<file path="src/rtl/tdm_tx_pkg.sv">
package tdm_tx_pkg;
   // captured frame layout, updated only at a frame sync
   typedef struct packed {
      logic frame16;   // 1: one sample per frame
      logic low_slots; // 1: slot group starting at slot 0
   } tx_mode_t;
endpackage

</file>
<file path="src/rtl/tdm_bit_counter.sv">
module tdm_bit_counter #(
   parameter int POS_W     = 9,
   parameter int HALF_BITS = 256
) (
   input  logic             clk,
   input  logic             rst_n,
   input  logic             fsync,
   input  logic             frame16,
   output logic [POS_W-1:0] pos,
   output logic             active,
   output logic             sample_start
);
   localparam logic [POS_W-1:0] LAST_SHORT = POS_W'(HALF_BITS - 1);
   localparam logic [POS_W-1:0] LAST_LONG  = POS_W'(2*HALF_BITS - 1);

   logic [POS_W-1:0] last_pos;
   assign last_pos = frame16 ? LAST_SHORT : LAST_LONG;

   // capture point: frame start, or the half boundary of a long frame
   assign sample_start = fsync | (active & ~frame16 & (pos == LAST_SHORT));

   always_ff @(posedge clk) begin
      if (!rst_n) begin
         pos    <= '0;
         active <= 1'b0;
      end else if (fsync) begin
         pos    <= '0;
         active <= 1'b1;
      end else if (active) begin
         if (pos == last_pos) active <= 1'b0;
         else                 pos    <= pos + 1'b1;
      end
   end
endmodule

</file>
<file path="src/rtl/tdm_slot_owner.sv">
module tdm_slot_owner #(
   parameter int SLOT_W    = 4,
   parameter int NUM_WORDS = 3,
   parameter int IDX_W     = 2,
   parameter int LO_BASE   = 0,
   parameter int HI_BASE   = 3
) (
   input  logic [SLOT_W-1:0] slot,
   input  logic              low_slots,
   output logic              owned,
   output logic [IDX_W-1:0]  word_idx
);
   logic [NUM_WORDS-1:0] hit;

   for (genvar k = 0; k < NUM_WORDS; k++) begin : g_hit
      localparam logic [SLOT_W-1:0] LO_SLOT = SLOT_W'(LO_BASE + k);
      localparam logic [SLOT_W-1:0] HI_SLOT = SLOT_W'(HI_BASE + k);
      assign hit[k] = (slot == (low_slots ? LO_SLOT : HI_SLOT));
   end

   always_comb begin
      owned    = |hit;
      word_idx = '0;
      for (int k = 0; k < NUM_WORDS; k++)
         if (hit[k]) word_idx = IDX_W'(k);
   end
endmodule

</file>
<file path="src/rtl/tdm_word_hold.sv">
module tdm_word_hold #(
   parameter int WORD_W    = 16,
   parameter int NUM_WORDS = 3,
   parameter int IDX_W     = 2,
   parameter int BIT_W     = 4
) (
   input  logic                        clk,
   input  logic                        rst_n,
   input  logic                        load,
   input  logic [NUM_WORDS*WORD_W-1:0] words,
   input  logic [IDX_W-1:0]            word_idx,
   input  logic [BIT_W-1:0]            bit_idx,
   output logic                        bit_out,
   output logic                        taken
);
   logic [WORD_W-1:0] hold_q [NUM_WORDS];

   for (genvar g = 0; g < NUM_WORDS; g++) begin : g_word
      always_ff @(posedge clk) begin
         if (!rst_n)    hold_q[g] <= '0;
         else if (load) hold_q[g] <= words[g*WORD_W +: WORD_W];
      end
   end

   always_ff @(posedge clk) begin
      if (!rst_n) taken <= 1'b0;
      else        taken <= load;
   end

   // MSB first: bit position WORD_W-1-bit_idx equals ~bit_idx for power-of-two widths
   always_comb begin
      bit_out = 1'b0;
      for (int k = 0; k < NUM_WORDS; k++)
         if (word_idx == IDX_W'(k)) bit_out = hold_q[k][~bit_idx];
   end
endmodule

</file>
<file path="src/rtl/tdm_slot_tx.sv">
module tdm_slot_tx #(
   parameter int WORD_W           = 16,
   parameter int NUM_WORDS        = 3,
   parameter int SLOTS_PER_SAMPLE = 16,
   parameter int LO_BASE          = 0,
   parameter int HI_BASE          = 3
) (
   input  logic                        clk,
   input  logic                        rst_n,
   input  logic                        fsync,
   input  logic                        frame16_sel,
   input  logic                        low_slot_sel,
   input  logic [NUM_WORDS*WORD_W-1:0] tx_words,
   output logic                        ser_out,
   output logic                        ser_oe,
   output logic                        word_taken
);
   import tdm_tx_pkg::*;

   localparam int BIT_W     = $clog2(WORD_W);
   localparam int SLOT_W    = $clog2(SLOTS_PER_SAMPLE);
   localparam int POS_W     = BIT_W + SLOT_W + 1;
   localparam int HALF_BITS = WORD_W * SLOTS_PER_SAMPLE;
   localparam int IDX_W     = (NUM_WORDS > 1) ? $clog2(NUM_WORDS) : 1;

   if ((1 << BIT_W) != WORD_W) begin : g_bad_word
      $error("WORD_W must be a power of two");
   end
   if ((1 << SLOT_W) != SLOTS_PER_SAMPLE) begin : g_bad_slots
      $error("SLOTS_PER_SAMPLE must be a power of two");
   end
   if (LO_BASE + NUM_WORDS > SLOTS_PER_SAMPLE || HI_BASE + NUM_WORDS > SLOTS_PER_SAMPLE) begin : g_bad_base
      $error("slot group exceeds the sample");
   end

   tx_mode_t mode_q;
   always_ff @(posedge clk) begin
      if (!rst_n)     mode_q <= '0;
      else if (fsync) mode_q <= '{frame16: frame16_sel, low_slots: low_slot_sel};
   end

   logic [POS_W-1:0] pos;
   logic             active, sample_start;

   tdm_bit_counter #(.POS_W(POS_W), .HALF_BITS(HALF_BITS)) u_cnt (
      .clk          (clk),
      .rst_n        (rst_n),
      .fsync        (fsync),
      .frame16      (mode_q.frame16),
      .pos          (pos),
      .active       (active),
      .sample_start (sample_start)
   );

   logic             owned;
   logic [IDX_W-1:0] word_idx;

   tdm_slot_owner #(
      .SLOT_W(SLOT_W), .NUM_WORDS(NUM_WORDS), .IDX_W(IDX_W),
      .LO_BASE(LO_BASE), .HI_BASE(HI_BASE)
   ) u_own (
      .slot      (pos[BIT_W +: SLOT_W]),
      .low_slots (mode_q.low_slots),
      .owned     (owned),
      .word_idx  (word_idx)
   );

   logic bit_val;

   tdm_word_hold #(
      .WORD_W(WORD_W), .NUM_WORDS(NUM_WORDS), .IDX_W(IDX_W), .BIT_W(BIT_W)
   ) u_hold (
      .clk      (clk),
      .rst_n    (rst_n),
      .load     (sample_start),
      .words    (tx_words),
      .word_idx (word_idx),
      .bit_idx  (pos[BIT_W-1:0]),
      .bit_out  (bit_val),
      .taken    (word_taken)
   );

   assign ser_oe  = active & owned;
   assign ser_out = ser_oe & bit_val;
endmodule

</file>
<file path="config.mk">
export PLATFORM = sky130hd
export DESIGN_NAME = tdm_slot_tx
export DESIGN_NICKNAME = d
export VERILOG_FILES = /design/src/rtl/tdm_tx_pkg.sv /design/src/rtl/tdm_bit_counter.sv /design/src/rtl/tdm_slot_owner.sv /design/src/rtl/tdm_word_hold.sv /design/src/rtl/tdm_slot_tx.sv
export SDC_FILE = /design/constraint.sdc
export NUM_CORES = 1
export LEC_CHECK = 0
export ABC_AREA = 1
export BUFFER_PORTS_ARGS = -buffer_cell sky130_fd_sc_hd__buf_4
export CAP_MARGIN = 20
export CORE_UTILIZATION = 45
export CTS_BUF_LIST = sky130_fd_sc_hd__clkbuf_16
export DETAILED_ROUTE_END_ITERATION = 7
export HOLD_SLACK_MARGIN = 0.05
export PLACE_DENSITY = 0.67
export RECOVER_POWER = 100
export REMOVE_ABC_BUFFERS = 1
export SYNTH_ARGS = -nofsm -noshare
export SYNTH_HDL_FRONTEND = slang
export SYNTH_SLANG_ARGS = --single-unit
</file>
<file path="constraint.sdc">
create_clock -name clk -period 3.3 [get_ports clk]
set_clock_uncertainty 0.1 [all_clocks]
set_input_delay 0.33 -clock clk [delete_from_list [all_inputs] [get_ports clk]]
set_output_delay 0.33 -clock clk [all_outputs]
set_load 0.03 [all_outputs]
</file>
==> flow_metrics.py <==
metrics = {
    "global_routing": {
        "grt_antenna_before_repair": 0,
        "first_pass_grt_wire_length_um": 9750,
        "grt_max_degree": 49,
        "globalRoute.totalOverflow": 0,
        "first_global_vias": 2214,
        "groute.usage.overall_pct": 17.6,
    },
    "sta": {
        "setup_total_negative_slack_ns": 0,
        "max_slew_margin_pct": 44.2,
        "tightest_slew_ns": 0.834,
        "drv_slew": 0,
        "timing.final.hold_violations": 0,
        "period_needed_ns": 2.85,
        "rsz0062_at_grt": "no",
        "clock.fmax_mhz": 351,
        "setup_viol": 0,
        "layout_worst_path_cycle_share_pct": 86.4,
    },
    "power_and_ir_drop": {
        "powerDensity_nw_per_um2": 512,
        "ir_worst_vdd_uv": 425,
        "post-layout-total-power_mw": 1.97,
        "power.leakage_nw": 1.92,
    },
    "routing": {
        "wire_per_inst_um": 11.1,
        "first_pass_iters": 4,
        "drc": 0,
        "dr_total_vias": 2405,
        "ant_nets": 0,
        "initialDrtViolationCount": 152,
        "postRouteWirelength_um": 5810,
        "routed_via_density": 4.61,
    },
    "floorplan": {
        "floorplan.initialDensity_pct": 46.4,
        "dieWidth_um": 85.5,
        "die_footprint_um2": 7300,
        "io-pin-count": 56,
        "die_h_um": 85.5,
        "row_count": 30,
        "area_of_the_core_um2": 6760,
    },
    "synthesis": {
        "post_synth_fa_ha_maj_area_fraction_pct": 0.798,
        "post_synth_num_cell_types": 30,
        "yosys.area_share.simple_pct": 27.7,
        "synthCells": 381,
        "async_reset_ff_share_pct": 0,
        "synth_seq_area_share_pct": 54.3,
        "synth_ff_type": "sky130_fd_sc_hd__edfxtp_1",
        "netlist_top_cells_area": "sky130_fd_sc_hd__edfxtp_1 46%, sky130_fd_sc_hd__inv_1 9.9%, sky130_fd_sc_hd__nand2_1 8.7%",
        "synth_common_cells": "83 x sky130_fd_sc_hd__inv_1, 73 x sky130_fd_sc_hd__nand2_1, 66 x sky130_fd_sc_hd__nor2_1",
        "synthesis.area_um2": 3130,
        "combinational_family_with_the_most_area_after_synthesis": "simple AND/OR/NAND/NOR gates",
        "synth.yosys.warnings": 0,
        "synth_top_area_share_pct": 46.0,
        "synth_enable_flop_cells": 48,
        "post-synth-top-count-cell": "sky130_fd_sc_hd__inv_1",
        "synth.ff_latch_count": 61,
        "xor_xnor_fraction_of_synth_area_pct": 2.24,
        "synth_compound_gate_area_share_pct": 2.32,
        "synth_area_per_cell_um2": 8.23,
        "post_synth_mux_area_share_pct": 0,
        "synthDominantAreaCellType": "sky130_fd_sc_hd__edfxtp_1",
    },
    "cts": {
        "clk_transition_reported_paths_ns": 0.05,
        "clkLatencyLatePin_ns": 0.32,
        "cts_hold_buf": 0,
        "tritoncts.num_buffers": 9,
        "cts.sink_count": 61,
        "cts_setup_buffers": 0,
        "ctsRootBufferMaster": "sky130_fd_sc_hd__clkbuf_16",
        "cts.path.max_buffers": 2,
        "ctsHtreeMaxLevel": 3,
        "postCtsResizedCells": 0,
        "tritoncts": "done",
    },
    "finish": {
        "final.fill_count": 610,
        "final_layout_size_suffix_gt1_share_pct": 17.2,
        "final_stage_net_count": 492,
        "areaGrowthSynthToFinish_pct": 23.0,
        "num_antenna_cells": 0,
        "final-instance-count-excl-fill": 522,
    },
    "setup_path": {
        "timing.critical_path.arrival_ns": 2.77,
        "timing.critical_path.fanout_max": 31,
        "timing.setup.critical_path_class": "reg -> reg",
        "startpoint_type": "flip-flop",
        "cp.required_ns": 3.22,
        "setup.worst_path.end_class": "flip-flop",
    },
    "placed_design": {
        "place_congestion": 0.787,
        "hpwl_um": 4030,
        "place_inst": 506,
        "port-buffer-count": 55,
    },
    "job": {
        "number_of_violations_of_the_max_capacitance_limit": 0,
    },
    "status": {
        "outcome": "completed",
    },
    "min_path": {
        "worst_min_delay_path_category": "in -> reg",
    },
}
-- critical path: stages, from the launching register on --
cell and delay (ns):
sky130_fd_sc_hd__dfxtp_1 0.30, sky130_fd_sc_hd__buf_4 0.19, sky130_fd_sc_hd__ha_1 0.23, sky130_fd_sc_hd__nand3_1 0.12
sky130_fd_sc_hd__nor3_1 0.35, sky130_fd_sc_hd__ha_1 0.22, sky130_fd_sc_hd__a31oi_1 0.10, sky130_fd_sc_hd__nand2_1 0.64
sky130_fd_sc_hd__buf_12 0.28
-- path summary, 6_finish.rpt --
kind	slack [ns]	to	from	cells past startpoint
worst max-delay path	0.45	u_hold.hold_q[1][6]$_SDFFCE_PN0P_	u_cnt.pos[1]$_SDFFE_PP0P_	8
worst min register to register	0.40	mode_q[1]$_SDFFE_PN0P_	mode_q[1]$_SDFFE_PN0P_	2
worst max register to register	0.45	u_hold.hold_q[1][6]$_SDFFCE_PN0P_	u_cnt.pos[1]$_SDFFE_PP0P_	8
worst min-delay path	0.13	mode_q[0]$_SDFFE_PN0P_	low_slot_sel	3
-- layout make-up --
class / instances / area, um^2 / area share, %
well taps: 80 / 100 / 2.60
inverters: 85 / 319 / 8.28
clock inverters: 7 / 57.6 / 1.49
flip-flops and latches: 61 / 1700 / 44.2
multi-input cells: 221 / 1000 / 26.0
clock buffers: 9 / 225 / 5.84
repair buffers: 59 / 448 / 11.6
-- layer usage --
layer	GRT usage [%]	wire length, um	vias to the layer above
met2	27.4	2680	62
met3	5.93	308	9
met4	8.18	100	0
met1	22.3	2720	1051
met5	0	0	-
li1	-	-	1283
-- state kept, by name, summed over array words and instances, names as in the netlist --
name and count:
u_hold.hold_q 48, u_cnt.active 1, u_cnt.pos 9, u_hold.taken 1
mode_q 2
-- power breakdown --
| group | switching, mW | internal, mW | leakage (nW) |
|---|---|---|---|
| clock | 0.315 | 0.571 | 0.139 |
| combinational | 0.0977 | 0.0830 | 1.16 |
| sequential | 0.0192 | 0.887 | 0.622 |
-- stage by stage --
stage | util, % | area, um^2 | hold slack (ns) | setup WS [ns]
after detailed placement | 53.5 | 3610 | 0.383 | 0.875
final | 57.0 | 3850 | 0.128 | 0.448
after global routing | 57.0 | 3850 | 0.157 | 0.227
after CTS | 57.7 | 3900 | 0.126 | 0.629
after global placement | 53.5 | 3610 | 0.386 | 0.908
after floorplan | - | 3060 | 0.361 | 0.125
-- layout by cell type, fill, tap and decap left out, drive strengths merged --
master    count
or2           3
dfxtp        13
nor2         67
ha            2
buf          57
nand3b        2
o21ai         3
xor2          6
clkinvlp      1
edfxtp       48
a211oi        1
inv          85
xnor2         2
nand4         1
bufinv        1
clkbuf       11
a31oi         1
clkinv        5
nand3        46
a21oi         8
nor3          3
nand2        76
-- cells by family (layout without fill, tap and decap cells) --
kind of cell / count (synthesis) / count (layout)
adders and majority gates: 2 / 2
AOI/OAI and AO/OA: 13 / 13
buffers and inverters: 99 / 160
DFF: 61 / 61
and+or+nand+nor: 198 / 198
xor gates and xnor gates: 8 / 8
(Power assumes the default switching activity.)
